`src/rtl/pcs_pkg.sv`:
```
`timescale 1ns/1ps
package pcs_pkg;
  typedef enum logic [2:0] {
    CMD_NEXT  = 3'd0,
    CMD_JUMP  = 3'd1,
    CMD_CALL  = 3'd2,
    CMD_RET   = 3'd3,
    CMD_RETI  = 3'd4,
    CMD_RETLW = 3'd5,
    CMD_INTR  = 3'd6,
    CMD_HOLD  = 3'd7
  } pcs_cmd_e;
endpackage

```
`src/rtl/pcs_seq_ctrl.sv`:
```
`timescale 1ns/1ps
module pcs_seq_ctrl
  import pcs_pkg::*;
#(
  parameter int PC_W       = 13,
  parameter int LIT_W      = 11,
  parameter int IMPL_WORDS = 8192,
  parameter int INT_VEC    = 4
) (
  input  logic                  step_en,
  input  pcs_cmd_e              cmd_e,
  input  logic [PC_W-1:0]       pc_q,
  input  logic [LIT_W-1:0]      target,
  input  logic [PC_W-LIT_W-1:0] page_sel,
  input  logic [PC_W-1:0]       stack_top,
  output logic [PC_W-1:0]       pc_nxt,
  output logic                  ev_push,
  output logic                  ev_pop,
  output logic [PC_W-1:0]       push_val,
  output logic                  ev_reti
);
  localparam logic [PC_W-1:0] ADDR_MASK = PC_W'(IMPL_WORDS - 1);
  localparam logic [PC_W-1:0] INT_ADDR  = PC_W'(INT_VEC);

  // Fold any address into the implemented space (power-of-two size)
  function automatic logic [PC_W-1:0] fold(input logic [PC_W-1:0] a);
    return a & ADDR_MASK;
  endfunction

  function automatic logic [PC_W-1:0] seq_inc(input logic [PC_W-1:0] a);
    return fold(a + PC_W'(1));
  endfunction

  function automatic logic [PC_W-1:0] paged(input logic [PC_W-LIT_W-1:0] pg,
                                            input logic [LIT_W-1:0] lit);
    return fold({pg, lit});
  endfunction

  always_comb begin
    pc_nxt   = pc_q;
    ev_push  = 1'b0;
    ev_pop   = 1'b0;
    push_val = seq_inc(pc_q);
    ev_reti  = 1'b0;
    if (step_en) begin
      unique case (cmd_e)
        CMD_NEXT: pc_nxt = seq_inc(pc_q);
        CMD_JUMP: pc_nxt = paged(page_sel, target);
        CMD_CALL: begin
          pc_nxt   = paged(page_sel, target);
          ev_push  = 1'b1;
          push_val = seq_inc(pc_q);
        end
        CMD_RET, CMD_RETLW: begin
          pc_nxt = stack_top;
          ev_pop = 1'b1;
        end
        CMD_RETI: begin
          pc_nxt  = stack_top;
          ev_pop  = 1'b1;
          ev_reti = 1'b1;
        end
        CMD_INTR: begin
          pc_nxt   = INT_ADDR;
          ev_push  = 1'b1;
          push_val = pc_q;
        end
        CMD_HOLD: pc_nxt = pc_q;
        default:  pc_nxt = pc_q;
      endcase
    end
  end
endmodule

```
`src/rtl/pcs_ret_stack.sv`:
```
`timescale 1ns/1ps
module pcs_ret_stack #(
  parameter int W     = 13,
  parameter int DEPTH = 8
) (
  input  logic         clk,
  input  logic         rst_n,
  input  logic         push,
  input  logic         pop,
  input  logic [W-1:0] push_val,
  output logic [W-1:0] top_val,
  output logic         empty,
  output logic         full,
  output logic         ovf_pulse,
  output logic         unf_pulse
);
  localparam int PTR_W = $clog2(DEPTH);
  localparam int CNT_W = $clog2(DEPTH + 1);
  localparam logic [CNT_W-1:0] CNT_MAX = CNT_W'(DEPTH);

  logic [W-1:0]     slot_q [DEPTH];
  logic [PTR_W-1:0] wr_ptr_q;
  logic [PTR_W-1:0] rd_ptr;
  logic [CNT_W-1:0] cnt_q;

  // Slot read by a pop: the one just below the circular write pointer
  assign rd_ptr  = wr_ptr_q - PTR_W'(1);
  assign top_val = slot_q[rd_ptr];
  assign empty   = (cnt_q == '0);
  assign full    = (cnt_q == CNT_MAX);

  generate
    for (genvar g = 0; g < DEPTH; g++) begin : g_slot
      always_ff @(posedge clk or negedge rst_n) begin
        if (!rst_n)
          slot_q[g] <= '0;
        else if (push && (wr_ptr_q == PTR_W'(g)))
          slot_q[g] <= push_val;
      end
    end
  endgenerate

  always_ff @(posedge clk or negedge rst_n) begin
    if (!rst_n) begin
      wr_ptr_q  <= '0;
      cnt_q     <= '0;
      ovf_pulse <= 1'b0;
      unf_pulse <= 1'b0;
    end else begin
      ovf_pulse <= push && full;
      unf_pulse <= pop && empty;
      if (push) begin
        wr_ptr_q <= wr_ptr_q + PTR_W'(1);
        if (!full) cnt_q <= cnt_q + CNT_W'(1);
      end else if (pop) begin
        wr_ptr_q <= rd_ptr;
        if (!empty) cnt_q <= cnt_q - CNT_W'(1);
      end
    end
  end
endmodule

```
`src/rtl/pc_stack_unit.sv`:
```
`timescale 1ns/1ps
module pc_stack_unit
  import pcs_pkg::*;
#(
  parameter int PC_W       = 13,
  parameter int LIT_W      = 11,
  parameter int DEPTH      = 8,
  parameter int IMPL_WORDS = 8192,
  parameter int INT_VEC    = 4
) (
  input  logic                  clk,
  input  logic                  rst_n,
  input  logic                  step_en,
  input  logic [2:0]            cmd,
  input  logic [LIT_W-1:0]      target,
  input  logic [PC_W-LIT_W-1:0] page_sel,
  output logic [PC_W-1:0]       fetch_addr,
  output logic                  stk_empty,
  output logic                  stk_full,
  output logic                  stk_ovf_pulse,
  output logic                  stk_unf_pulse,
  output logic                  gie_set_pulse
);
  pcs_cmd_e        cmd_e;
  logic [PC_W-1:0] pc_q;
  logic [PC_W-1:0] pc_nxt;
  logic [PC_W-1:0] stack_top;
  logic [PC_W-1:0] push_val;
  logic            ev_push;
  logic            ev_pop;
  logic            ev_reti;

  assign cmd_e = pcs_cmd_e'(cmd);

  pcs_seq_ctrl #(
    .PC_W(PC_W), .LIT_W(LIT_W), .IMPL_WORDS(IMPL_WORDS), .INT_VEC(INT_VEC)
  ) i_ctrl (
    .step_en  (step_en),
    .cmd_e    (cmd_e),
    .pc_q     (pc_q),
    .target   (target),
    .page_sel (page_sel),
    .stack_top(stack_top),
    .pc_nxt   (pc_nxt),
    .ev_push  (ev_push),
    .ev_pop   (ev_pop),
    .push_val (push_val),
    .ev_reti  (ev_reti)
  );

  pcs_ret_stack #(.W(PC_W), .DEPTH(DEPTH)) i_stack (
    .clk      (clk),
    .rst_n    (rst_n),
    .push     (ev_push),
    .pop      (ev_pop),
    .push_val (push_val),
    .top_val  (stack_top),
    .empty    (stk_empty),
    .full     (stk_full),
    .ovf_pulse(stk_ovf_pulse),
    .unf_pulse(stk_unf_pulse)
  );

  always_ff @(posedge clk or negedge rst_n) begin
    if (!rst_n) begin
      pc_q          <= '0;
      gie_set_pulse <= 1'b0;
    end else begin
      pc_q          <= pc_nxt;
      gie_set_pulse <= ev_reti;
    end
  end

  assign fetch_addr = pc_q;
endmodule

```
`config.mk`:
```
export PLATFORM = sky130hd
export DESIGN_NAME = pc_stack_unit
export DESIGN_NICKNAME = d
export VERILOG_FILES = /design/src/rtl/pcs_pkg.sv /design/src/rtl/pcs_seq_ctrl.sv /design/src/rtl/pcs_ret_stack.sv /design/src/rtl/pc_stack_unit.sv
export SDC_FILE = /design/constraint.sdc
export NUM_CORES = 1
export LEC_CHECK = 0
export ABC_AREA = 1
export BUFFER_PORTS_ARGS = -buffer_cell sky130_fd_sc_hd__buf_2
export CAP_MARGIN = 25
export CORE_MARGIN = 2
export CORE_UTILIZATION = 66
export CTS_CLUSTER_SIZE = 10
export DETAILED_ROUTE_END_ITERATION = 6
export GPL_ROUTABILITY_DRIVEN = 0
export GPL_TIMING_DRIVEN = 0
export PLACE_DENSITY_LB_ADDON = 0.08
export RECOVER_POWER = 50
export SYNTH_ARGS = -nofsm -noshare
export SYNTH_HDL_FRONTEND = slang
export SYNTH_HIERARCHICAL = 1
export SYNTH_SLANG_ARGS = --single-unit
export TNS_END_PERCENT = 5
```
`constraint.sdc`:
```
create_clock -name clk -period 4.7 [get_ports clk]
set_clock_uncertainty 0.1 [all_clocks]
set_input_delay 0.705 -clock clk [delete_from_list [all_inputs] [get_ports clk]]
set_output_delay 0.705 -clock clk [all_outputs]
set_load 0.01 [all_outputs]
```
==> results.json <==
{
  "rsz0062_at_grt": "false",
  "drt.antenna.violating_nets": 0,
  "io_pins": 37,
  "setup_ws_ps": 1700,
  "grt_pass1_wl_mm": 30.8,
  "cp_num_cells": 16,
  "dp.cells": 1071,
  "synthTopCellsByArea": "dfrtp_1, nand2_1, o21ai_0, nor2_1, o21ai_2",
  "post_drt_wl_per_cell_um": 17.3,
  "synthesis.nets": 928,
  "fp.dieArea_um2": 11300,
  "die_y_um": 106,
  "fin_tns_setup_ps": 0,
  "placed_cell_area_um2": 7310,
  "cts_resized": 0,
  "cts_tree": "built",
  "finalNonFillerCells": 1104,
  "routed_wl_mm": 19.1,
  "fp.dieW_um": 106,
  "crit_arrival_ps": 3370,
  "ys_types": 34,
  "dpl_worst_slack_ps": 1800,
  "tightest_slew_ps": 1370,
  "whs_ps": 381,
  "path_max_fanout": 12,
  "cts.reportedPaths.clkPinSlew_ps": 60,
  "ff2ff_setup_slack_ps": 1700,
  "start_kind": "flip-flop",
  "insertedDiodeCount": 0,
  "drv_cap": 0,
  "relSlewSlack_pct": 8.49,
  "drive_gt1_share_pct": 16.1,
  "crit_top_cell": "nand2_1",
  "drt-pass1-iter-count": 6,
  "clk_latency_ps": 540,
  "rr_startpoint": "i_stack/wr_ptr_q[0]",
  "vias_per_cell": 5.95,
  "final_nets": 985,
  "status": "complete, no violations",
  "ys_warn_count": 6,
  "clockBufferDepth": 2,
  "final-setup-viol-count": 0,
  "hold_path_class": "flip-flop to flip-flop",
  "crit_type": "flip-flop to flip-flop",
  "htreeDepth": 4,
  "postSynthCellCount": 898,
  "cts_made_buffers": 17,
  "max_stage_delay_ps": 400,
  "p_per_area_nw_per_um2": 714,
  "start_util_pct": 67.7,
  "ir_worst_vdd_mv": 0.369,
  "antenna_found_initial": 0,
  "track_usage_pct": 35.9,
  "ys_ff_latch": 127,
  "path_cells": "buf_2 -> inv_2 -> buf_2 -> ha_1 -> clkinv_1 -> clkbuf_1 -> o21ai_0 -> o21ai_0 -> nand2_1 -> nand2_1 -> nand3_1 -> nand3_1 -> nand2_1 -> inv_1 -> nand2_1 -> nand2_1",
  "grt_max_degree": 105,
  "drtIter0Drc": 766,
  "grt_pass1_vias": 6316,
  "cpMaxStageDelayCell": "dfrtp_1",
  "critPathLaunch": "i_stack/wr_ptr_q[0]",
  "drc": 0,
  "crit_family": "buffers and inverters",
  "crit_end": "fetch_addr[11]",
  "yosysSeqAreaShare_pct": 45.9,
  "fmax_mhz": 334,
  "hold_buffers": 1,
  "coreArea_um2": 10200,
  "cp_num_buf_inv": 6,
  "overflow": 0,
  "synth_area_um2": 6920,
  "end_kind": "flip-flop",
  "cts_root_buf": "clkbuf_8",
  "ys.flop_type": "dfrtp_1",
  "p_leak_nw": 3.90,
  "required_ps": 5070,
  "slew_viol_final": 0,
  "fin_crit_ps": 3000,
  "portBuffers": 36,
  "synth_area_leader_cell": "dfrtp_1",
  "reg2reg_to": "fetch_addr[11]",
  "vias": 6564,
  "post_cts_buffers": 0,
  "r2r_cells": 16,
  "final-hold-violation-count": 0,
  "synth_edf_count": 0,
  "fin_crit_sh_pct": 63.8,
  "fp-row-count": 37,
  "clock-sinks": 127,
  "synth_top_area_share_pct": 45.9,
  "syn_area_per_cell_um2": 7.71,
  "area_delta_synth_final_pct": 13.0,
  "stdcell_area_um2": 7830,
  "async_flop_share_pct": 100,
  "hpwl_mm": 13.2
}
==> Yosys cell counts, types with 3 or more instances <==
master / instances
nand3_4: 4
buf_2: 16
nor2_2: 3
nor2_1: 101
ha_1: 10
buf_4: 4
o21ai_0: 107
a21oi_1: 3
nand4_1: 7
clkinv_1: 3
nand2_2: 4
buf_6: 14
inv_1: 40
clkbuf_2: 5
inv_2: 8
a31oi_1: 7
nand3_1: 44
o21ai_2: 29
o21ai_1: 37
xor2_1: 4
nand2_1: 305
dfrtp_1: 127
==> how the worst min path moves through the flow <==
stage	start	endpoint	cells past startpoint
3_3_place_gp	i_stack/slot_q[21]	i_stack/slot_q[21]	2
3_5_place_dp	i_stack/slot_q[39]	i_stack/slot_q[39]	2
5_1_grt	i_stack/slot_q[39]	i_stack/slot_q[39]	2
4_1_cts	target[2]	fetch_addr[2]	5
2_1_floorplan	rst_n	fetch_addr[0]	0
6_report	i_stack/slot_q[39]	i_stack/slot_q[39]	2
==> metal layers <==
| metal | vias to the layer above | wire (um) | global-route usage (%) |
|---|---|---|---|
| met5 | - | 0 | 0 |
| met4 | 0 | 936 | 18.2 |
| met3 | 91 | 1620 | 8.83 |
| met2 | 347 | 9190 | 59.0 |
| met1 | 3097 | 7320 | 44.4 |
| li1 | 3029 | - | - |
==> where the power goes <==
group | switching (W) | internal, W | leakage (nW)
sequential | 0.000307 | 0.00153 | 1.68
combinational | 0.00172 | 0.000823 | 1.94
clock | 0.000497 | 0.000712 | 0.275
total | 0.00252 | 0.00307 | 3.90
==> stage by stage <==
| stage | utilization (%) | total power, W |
|---|---|---|
| 6_report | 76.5 | 0.00559 |
| 2_1_floorplan | - | 0.00350 |
| 3_3_place_gp | 71.1 | 0.00420 |
| 5_1_grt | 76.5 | 0.00597 |
| 4_1_cts | 76.8 | 0.00554 |
| 3_5_place_dp | 71.4 | 0.00430 |
==> flip-flops by register name, summed over array words and instances (netlist names) <==
signal	cells
i_stack/unf_pulse	1
i_stack/ovf_pulse	1
fetch_addr	13
i_stack/cnt_q	4
gie_set_pulse	1
i_stack/slot_q	104
i_stack/wr_ptr_q	3
==> worst min-delay path, cell delays in order, from the launching register on <==
cell     delay, ps
dfrtp_1        340
nand2_1         60
o21ai_2         50
==> placed cells by master (no fill, tap or decap), types with 4 or more instances in the layout <==
master / count
clkbuf_16: 16
ha_1: 10
o21ai_2: 29
xor2_1: 4
nand2_1: 306
dfrtp_1: 127
nor2_1: 101
buf_4: 4
nand4_1: 7
nand3_1: 45
inv_1: 40
o21ai_1: 37
inv_2: 8
buf_2: 46
a31oi_1: 7
clkbuf_1: 9
buf_6: 13
o21ai_0: 107
clkbuf_2: 5
clkinv_2: 7
==> cell type report <==
class                           instances  area, um^2
Buffer                                 41         293
Multi-Input combinational cell        678        3230
Tap cell                              136         170
Clock buffer                           18         428
Timing Repair Buffer                   38         210
Sequential cell                       127        3180
Clock inverter                         14         116
Fill cell                             762        2410
Inverter                               52         198
==> cell families after synthesis <==
group | after synthesis | share of synthesized area (%)
xor gates and xnor gates | 6 | 1.03
adders and majority gates | 11 | 2.10
DFF | 127 | 45.9
AOI/OAI and AO/OA | 185 | 15.2
and+or+nand+nor | 476 | 28.6
buffers and inverters | 93 | 7.19
Note: power is estimated with default switching activity, not from simulation.
